### config.mk
export PLATFORM = sky130hd
export DESIGN_NAME = legacy_irq_snoop
export DESIGN_NICKNAME = d
export VERILOG_FILES = /design/src/rtl/lirq_pkg.sv /design/src/rtl/lirq_decode.sv /design/src/rtl/lirq_edge_latch.sv /design/src/rtl/lirq_fperr.sv /design/src/rtl/legacy_irq_snoop.sv
export SDC_FILE = /design/constraint.sdc
export NUM_CORES = 1
export LEC_CHECK = 0
export ABC_CLOCK_PERIOD_IN_PS = 1500
export CELL_PAD_IN_SITES_DETAIL_PLACEMENT = 1
export CELL_PAD_IN_SITES_GLOBAL_PLACEMENT = 2
export CORE_UTILIZATION = 16
export CTS_BUF_LIST = sky130_fd_sc_hd__clkbuf_4
export DETAILED_ROUTE_END_ITERATION = 8
export PLACE_DENSITY = 0.95
export SKIP_CTS_REPAIR_TIMING = 1
export SLEW_MARGIN = 20
export SYNTH_ARGS = -nofsm -noshare
export SYNTH_HDL_FRONTEND = slang
export SYNTH_SLANG_ARGS = --single-unit
### constraint.sdc
create_clock -name clk -period 1.5 [get_ports clk]
set_input_delay 0.225 -clock clk [delete_from_list [all_inputs] [get_ports clk]]
set_output_delay 0.225 -clock clk [all_outputs]
set_load 0.005 [all_outputs]
### src/rtl/lirq_pkg.sv
// Shared constants and types for the legacy interrupt snooper.
// Assumes port numbers fit in the smallest address width used (8 bits).
package lirq_pkg;
    localparam int unsigned DEF_ADDR_W   = 16;
    localparam int unsigned DEF_KBD_PORT = 'h60;
    localparam int unsigned DEF_FPE_PORT = 'hF0;

    // Decoded side-effect strobes, one cycle wide.
    typedef struct packed {
        logic rd_kbd;   // read of the keyboard data port
        logic wr_fpe;   // write of the coprocessor error port
    } lirq_hits_t;
endpackage

### src/rtl/lirq_decode.sv
// Address decoder: turns bus strobes into side-effect pulses.
// Assumes io_rd/io_wr are single-cycle strobes. Port 60h reacts only to
// reads and port F0h only to writes; all other combinations are ignored.
module lirq_decode
    import lirq_pkg::*;
#(
    parameter int unsigned ADDR_W   = DEF_ADDR_W,
    parameter int unsigned KBD_PORT = DEF_KBD_PORT,
    parameter int unsigned FPE_PORT = DEF_FPE_PORT
) (
    input  logic [ADDR_W-1:0] io_addr,
    input  logic              io_rd,
    input  logic              io_wr,
    output lirq_hits_t        hits
);
    localparam logic [ADDR_W-1:0] KBD_A = ADDR_W'(KBD_PORT);
    localparam logic [ADDR_W-1:0] FPE_A = ADDR_W'(FPE_PORT);

    // Compare address and qualify with direction.
    always_comb begin
        hits.rd_kbd = io_rd && (io_addr == KBD_A);
        hits.wr_fpe = io_wr && (io_addr == FPE_A);
    end
endmodule

### src/rtl/lirq_edge_latch.sv
// Edge-set / strobe-clear latch. Detects the assertion edge of sig_in
// (polarity chosen by ACTIVE_LOW) and holds it until clr. The clear has
// priority over a set in the same cycle. Assumes sig_in is synchronous.
module lirq_edge_latch #(
    parameter bit ACTIVE_LOW = 1'b0
) (
    input  logic clk,
    input  logic rst_n,
    input  logic sig_in,
    input  logic arm,
    input  logic clr,
    output logic q
);
    logic prev;
    logic edge_seen;

    // Pick the edge detector for the configured polarity.
    generate
        if (ACTIVE_LOW) begin : g_fall
            assign edge_seen = prev & ~sig_in;
        end else begin : g_rise
            assign edge_seen = ~prev & sig_in;
        end
    endgenerate

    // Remember the previous input level; reset to the idle level.
    always_ff @(posedge clk) begin
        if (!rst_n) prev <= ACTIVE_LOW;
        else        prev <= sig_in;
    end

    // Hold the latched request; clear wins over set.
    always_ff @(posedge clk) begin
        if (!rst_n)                q <= 1'b0;
        else if (clr)              q <= 1'b0;
        else if (arm && edge_seen) q <= 1'b1;
    end
endmodule

### src/rtl/lirq_fperr.sv
// Coprocessor error path: raises IRQ13 on assertion of the active-low
// error input and clears it on a write strobe. The same write also sets
// the ignore flag, but only while the error input is low. The flag drops
// once the error input is seen high.
module lirq_fperr (
    input  logic clk,
    input  logic rst_n,
    input  logic fpu_err_n,
    input  logic wr_fpe,
    output logic irq13,
    output logic ignore_n
);
    logic ign_q;

    lirq_edge_latch #(.ACTIVE_LOW(1'b1)) u_irq13 (
        .clk    (clk),
        .rst_n  (rst_n),
        .sig_in (fpu_err_n),
        .arm    (1'b1),
        .clr    (wr_fpe),
        .q      (irq13)
    );

    // Ignore flag: set by gated write, cleared when the error goes away.
    always_ff @(posedge clk) begin
        if (!rst_n)         ign_q <= 1'b0;
        else if (fpu_err_n) ign_q <= 1'b0;
        else if (wr_fpe)    ign_q <= 1'b1;
    end

    assign ignore_n = ~ign_q;
endmodule

### src/rtl/legacy_irq_snoop.sv
// Top: snoops I/O cycles for the keyboard data port and the coprocessor
// error port and drives the legacy interrupt side-band signals. Bus
// cycles are never claimed; downstream forwarding is outside this block.
module legacy_irq_snoop
    import lirq_pkg::*;
#(
    parameter int unsigned ADDR_W   = DEF_ADDR_W,
    parameter int unsigned KBD_PORT = DEF_KBD_PORT,
    parameter int unsigned FPE_PORT = DEF_FPE_PORT
) (
    input  logic              clk,
    input  logic              rst_n,
    input  logic [ADDR_W-1:0] io_addr,
    input  logic              io_rd,
    input  logic              io_wr,
    input  logic              mouse_en,
    input  logic              mouse_irq_in,
    input  logic              kbd_irq_in,
    input  logic              fpu_err_n,
    output logic              irq12_out,
    output logic              irq1_out,
    output logic              irq13_out,
    output logic              numerr_ignore_n
);
    lirq_hits_t hits;
    logic       mouse_q;

    lirq_decode #(
        .ADDR_W(ADDR_W), .KBD_PORT(KBD_PORT), .FPE_PORT(FPE_PORT)
    ) u_dec (
        .io_addr (io_addr),
        .io_rd   (io_rd),
        .io_wr   (io_wr),
        .hits    (hits)
    );

    lirq_edge_latch #(.ACTIVE_LOW(1'b0)) u_mouse (
        .clk    (clk),
        .rst_n  (rst_n),
        .sig_in (mouse_irq_in),
        .arm    (mouse_en),
        .clr    (hits.rd_kbd),
        .q      (mouse_q)
    );

    lirq_edge_latch #(.ACTIVE_LOW(1'b0)) u_kbd (
        .clk    (clk),
        .rst_n  (rst_n),
        .sig_in (kbd_irq_in),
        .arm    (1'b1),
        .clr    (hits.rd_kbd),
        .q      (irq1_out)
    );

    lirq_fperr u_fpe (
        .clk      (clk),
        .rst_n    (rst_n),
        .fpu_err_n(fpu_err_n),
        .wr_fpe   (hits.wr_fpe),
        .irq13    (irq13_out),
        .ignore_n (numerr_ignore_n)
    );

    // Mouse output: latched in enabled mode, raw pass-through otherwise.
    assign irq12_out = mouse_en ? mouse_q : mouse_irq_in;
endmodule

# Word level (Yosys, flattened, before mapping)
# Cells that the tools add are included.
# word_totals
register_bits	7
input_bits	24
output_inout_bits	4
# op_classes
n_eq_ne	2
n_mux	1
bitwise	8
n_reduce_logical	6
# op_table
op	count
16-bit by 7-bit == test with 1-bit output, second input constant	1
16-bit by 8-bit == test with 1-bit output, second input constant	1
2-bit OR reduction	3
1-bit NOT	5
1-bit AND	3
1-bit logical AND	3
1-bit two-way mux	1

# Depth between registers and ports, before layout
# logic_depth
depth_word	3
mapped_depth	3

# Cells and area by module
# A second synthesis with hierarchy kept.
# hier_totals
hier_cells	36
area_unflattened_um2	340.3
# modules_own_cells
mod	instances	cells_each	area_per_inst_um2
lirq_edge_latch	3	7	68.8
lirq_decode	1	8	71.3
lirq_fperr	1	5	43.8
legacy_irq_snoop	1	2	18.8

# Worst setup path after synthesis
# OpenSTA, ideal clock, no wires.
# synth_path
kind	input to register
startpoint	in io_addr[3]
endpoint	reg u_fpe.u_irq13.q
setup_ns	0.133
t_arrival_ns	0.834
path_slack_ns	0.533
stages	3
path_buffers	0
cell_sequence	nor4b_1 -> and4_1 -> a41oi_1
# synth_between
elab_chain_cells	3
# synth_lines
item	line	rtl
from (decl)	legacy_irq_snoop.sv:13	input logic [ADDR_W-1:0] io_addr,
16-bit by 8-bit == test with 1-bit output	lirq_decode.sv:22	hits.wr_fpe = io_wr && (io_addr == FPE_A);
1-bit logical AND	lirq_decode.sv:22	
2-bit OR reduction (no line)	-	
to (signal assigned)	lirq_edge_latch.sv:34	if (!rst_n) q <= 1'b0;
to (signal assigned)	lirq_edge_latch.sv:35	else if (clr) q <= 1'b0;
to (signal assigned)	lirq_edge_latch.sv:36	else if (arm && edge_seen) q <= 1'b1;
to (decl)	lirq_edge_latch.sv:12	output logic q
# Every way passes these cells.
# A chain may end at the register's enable or synchronous reset.

# Worst setup path in the final report
# layout_path
startpoint	in mouse_en
endpoint	out irq12_out
# layout_between
elab_chain_cells	1
# layout_lines
item	line	rtl
from (decl)	legacy_irq_snoop.sv:16	input logic mouse_en,
1-bit two-way mux	legacy_irq_snoop.sv:65	assign irq12_out = mouse_en ? mouse_q : mouse_irq_in;
to (decl)	legacy_irq_snoop.sv:20	output logic irq12_out,
# Every way passes these cells.

==> impl_metrics.toml <==
[clock_tree]
cts_tree = "built"
cts_root_buffer = "clkbuf_4"
cts_buffers = 3
clkLatencyLatePin_ps = 250
clockBufferDepth = 2
clock_sinks = 7
h-tree-depth = 1
clkTransAtPathRegs_ps = 50

[global_routing]
overflow = 0
grt_pass1_wl_um = 1490
antenna_found_initial = 0
grt_pass1_vias = 368
track_usage_pct = 10.8
grt_max_degree = 7

[run_status]
status = "complete, no violations"

[setup_path]
crit_fanout = 2
reg2reg_from = "u_mouse.prev$_SDFF_PN0_"
crit_path_end_kind = "primary output"
ff2ff_path_depth = 3
cp-start-kind = "input pin"
worstPathArrival_ps = 1180
worstSetupPathType = "input pin to primary output"
critPathLaunch = "mouse_en"
cp_data_required_time_ps = 1270

[yosys]
synth.most_common_cell = "dfxtp_1"
synth_top_area_share_pct = 47.5
syn_area_um2 = 295
synth_area_leader_cell = "dfxtp_1"
avgSynthCellArea_um2 = 9.53
synth_common_cells = "dfxtp_1 (7), o21ai_0 (3)"
synth_area_leaders = "dfxtp_1 (47%), nor4b_1 (5.9%), o21ai_0 (5.1%), and2_1 (4.2%), nor2b_1 (4.2%)"
synth_cell_types = 18
yosys_warnings = 0
synthCells = 31
yosys_register_bits = 7
synth-async-reset-ratio_pct = 0
ys_seq_area_share_pct = 47.5
synth_nets = 55
ys.flop_type = "dfxtp_1"
synth_edf_count = 0

[pwr]
p_comb_share_pct = 20.6
power_uw = 486
power_frac_clock_pct = 38.2
p_int_uw = 392
p_sw_share_pct = 19.4
peakVddDrop_mv = 0.298
p_seq_share_pct = 41.1
power.switching_uw = 94.6
p_leak_uw = 0.000255
pwr_density_cell_nw_per_um2 = 764

[timing]
hold_viol_final = 0
clock_skew_ps = 0.872
finalSetupViolations = 0
drv_slew = 0
whs_ps = 552
fin_crit_sh_pct = 93.9
finalCriticalPeriod_ps = 1410
timing.fmax_mhz = 710
tightest_slew_ps = 308
slew_headroom_pct = 79.4
rsz0062_at_grt = "no"

[layout]
area_delta_synth_final_pct = 116
n_antenna_cell = 0
nets = 88
fillers = 211
drive_above_1_share_pct = 9.52

[floorplan]
ios = 28
fp-row-count = 15
initial_core_util_pct = 17.1
die_h_um = 45.0
core_um2 = 1730
die-area_um2 = 2020
die_x_um = 45.0

[flow_run]
cap_violations = 0

[drt]
antenna_left = 0
via_count = 356
post-route-drc-count = 0
drt_iter0_drc = 0
routed_via_density = 4.05
firstDrtPassIters = 1
wl_um = 897
wl_per_cell_um = 10.2

[min_path]
holdPathStages = 2
worstHoldPathType = "flop to flop"
min-delay-start = "u_kbd.q$_SDFFE_PP0P_"

[placement]
port_buffers = 27
gp_congestion = 0.580
==> path summary, 6_finish.rpt <==
check,end,slack (ps)
min reg2reg,u_kbd.q$_SDFFE_PP0P_,550
max reg2reg,u_mouse.q$_SDFFE_PP0P_,690
min,u_kbd.q$_SDFFE_PP0P_,550
max,irq12_out,90
==> critical path, cell delays in order <==
cell and delay, ps:
clkdlybuf4s50_1 480, mux2_2 330, dlymetal6s2s_1 150
==> placed cells by master (no fill, tap or decap) <==
cell type | Yosys | final
a21oi_1 | 2 | 2
a2bb2o_1 | 1 | 1
a41oi_1 | 1 | 1
and2_1 | 2 | 2
and3b_1 | 1 | 1
and4_1 | 1 | 1
buf_4 | 0 | 1
clkbuf_4 | 0 | 4
clkdlybuf4s50_1 | 0 | 26
dfxtp_1 | 7 | 7
dlymetal6s2s_1 | 0 | 1
inv_1 | 2 | 2
mux2_2 | 1 | 1
nand2_1 | 1 | 1
nand2b_1 | 1 | 1
nor2_1 | 1 | 1
nor2b_1 | 2 | 2
nor3_1 | 1 | 1
nor3b_1 | 1 | 1
nor4_1 | 1 | 1
nor4b_1 | 2 | 2
o21ai_0 | 3 | 3
==> flip-flops by register name, summed over array words and instances, names as in the netlist <==
name / flops
u_mouse.prev: 1
u_fpe.u_irq13.prev: 1
u_kbd.prev: 1
u_fpe.ign_q: 1
u_kbd.q: 1
u_mouse.q: 1
u_fpe.u_irq13.q: 1
==> routing by layer <==
| metal | track usage, % | vias up | part of all wire [%] |
|---|---|---|---|
| met5 | 0 | - | 0 |
| met2 | 17.4 | 21 | 50 |
| met4 | 5.45 | 0 | 0 |
| met1 | 10.9 | 158 | 37 |
| met3 | 6.80 | 0 | 13 |
| li1 | - | 177 | - |
==> final cells by class <==
cell class	count	area, um2	area share, %
Clock buffer	4	30.0	4.72
Inverter	2	7.51	1.18
Multi-Input combinational cell	22	148	23.2
Sequential cell	7	140	22.0
Tap cell	25	31.3	4.91
Timing Repair Buffer	28	280	44.0
==> kinds of logic after synthesis <==
family	count (synthesis)	synth area share, %
AND/OR/NAND/NOR	14	31.4
AO/OA/AOI/OAI	7	14.8
flip-flops	7	47.5
buffers and inverters	2	2.54
multiplexers	1	3.81
==> stage by stage <==
| stage | area [um2] | util [%] | TNS [ps] | cells | worst slack, ps |
|---|---|---|---|---|---|
| after floorplan | 295 | - | 0 | 31 | 533 |
| after global placement | 604 | 35.0 | -217 | 84 | -211 |
| after detailed placement | 604 | 35.0 | -269 | 84 | -203 |
| after CTS | 634 | 36.7 | -208 | 88 | -208 |
| after global routing | 637 | 36.9 | 0 | 88 | 42.5 |
| final | 637 | 36.9 | 0 | 88 | 91.3 |
==> power by group through the flow <==
| stage | Sequential, uW | Combinational, uW | Clock [uW] |
|---|---|---|---|
| final | 200 | 100 | 186 |
| after global routing | 200 | 109 | 208 |
| after CTS | 200 | 103 | 196 |
| after detailed placement | 204 | 102 | 0 |
| after global placement | 204 | 99.7 | 0 |
| after floorplan | 203 | 19.3 | 0 |
Note: power is estimated with default switching activity, not from simulation.
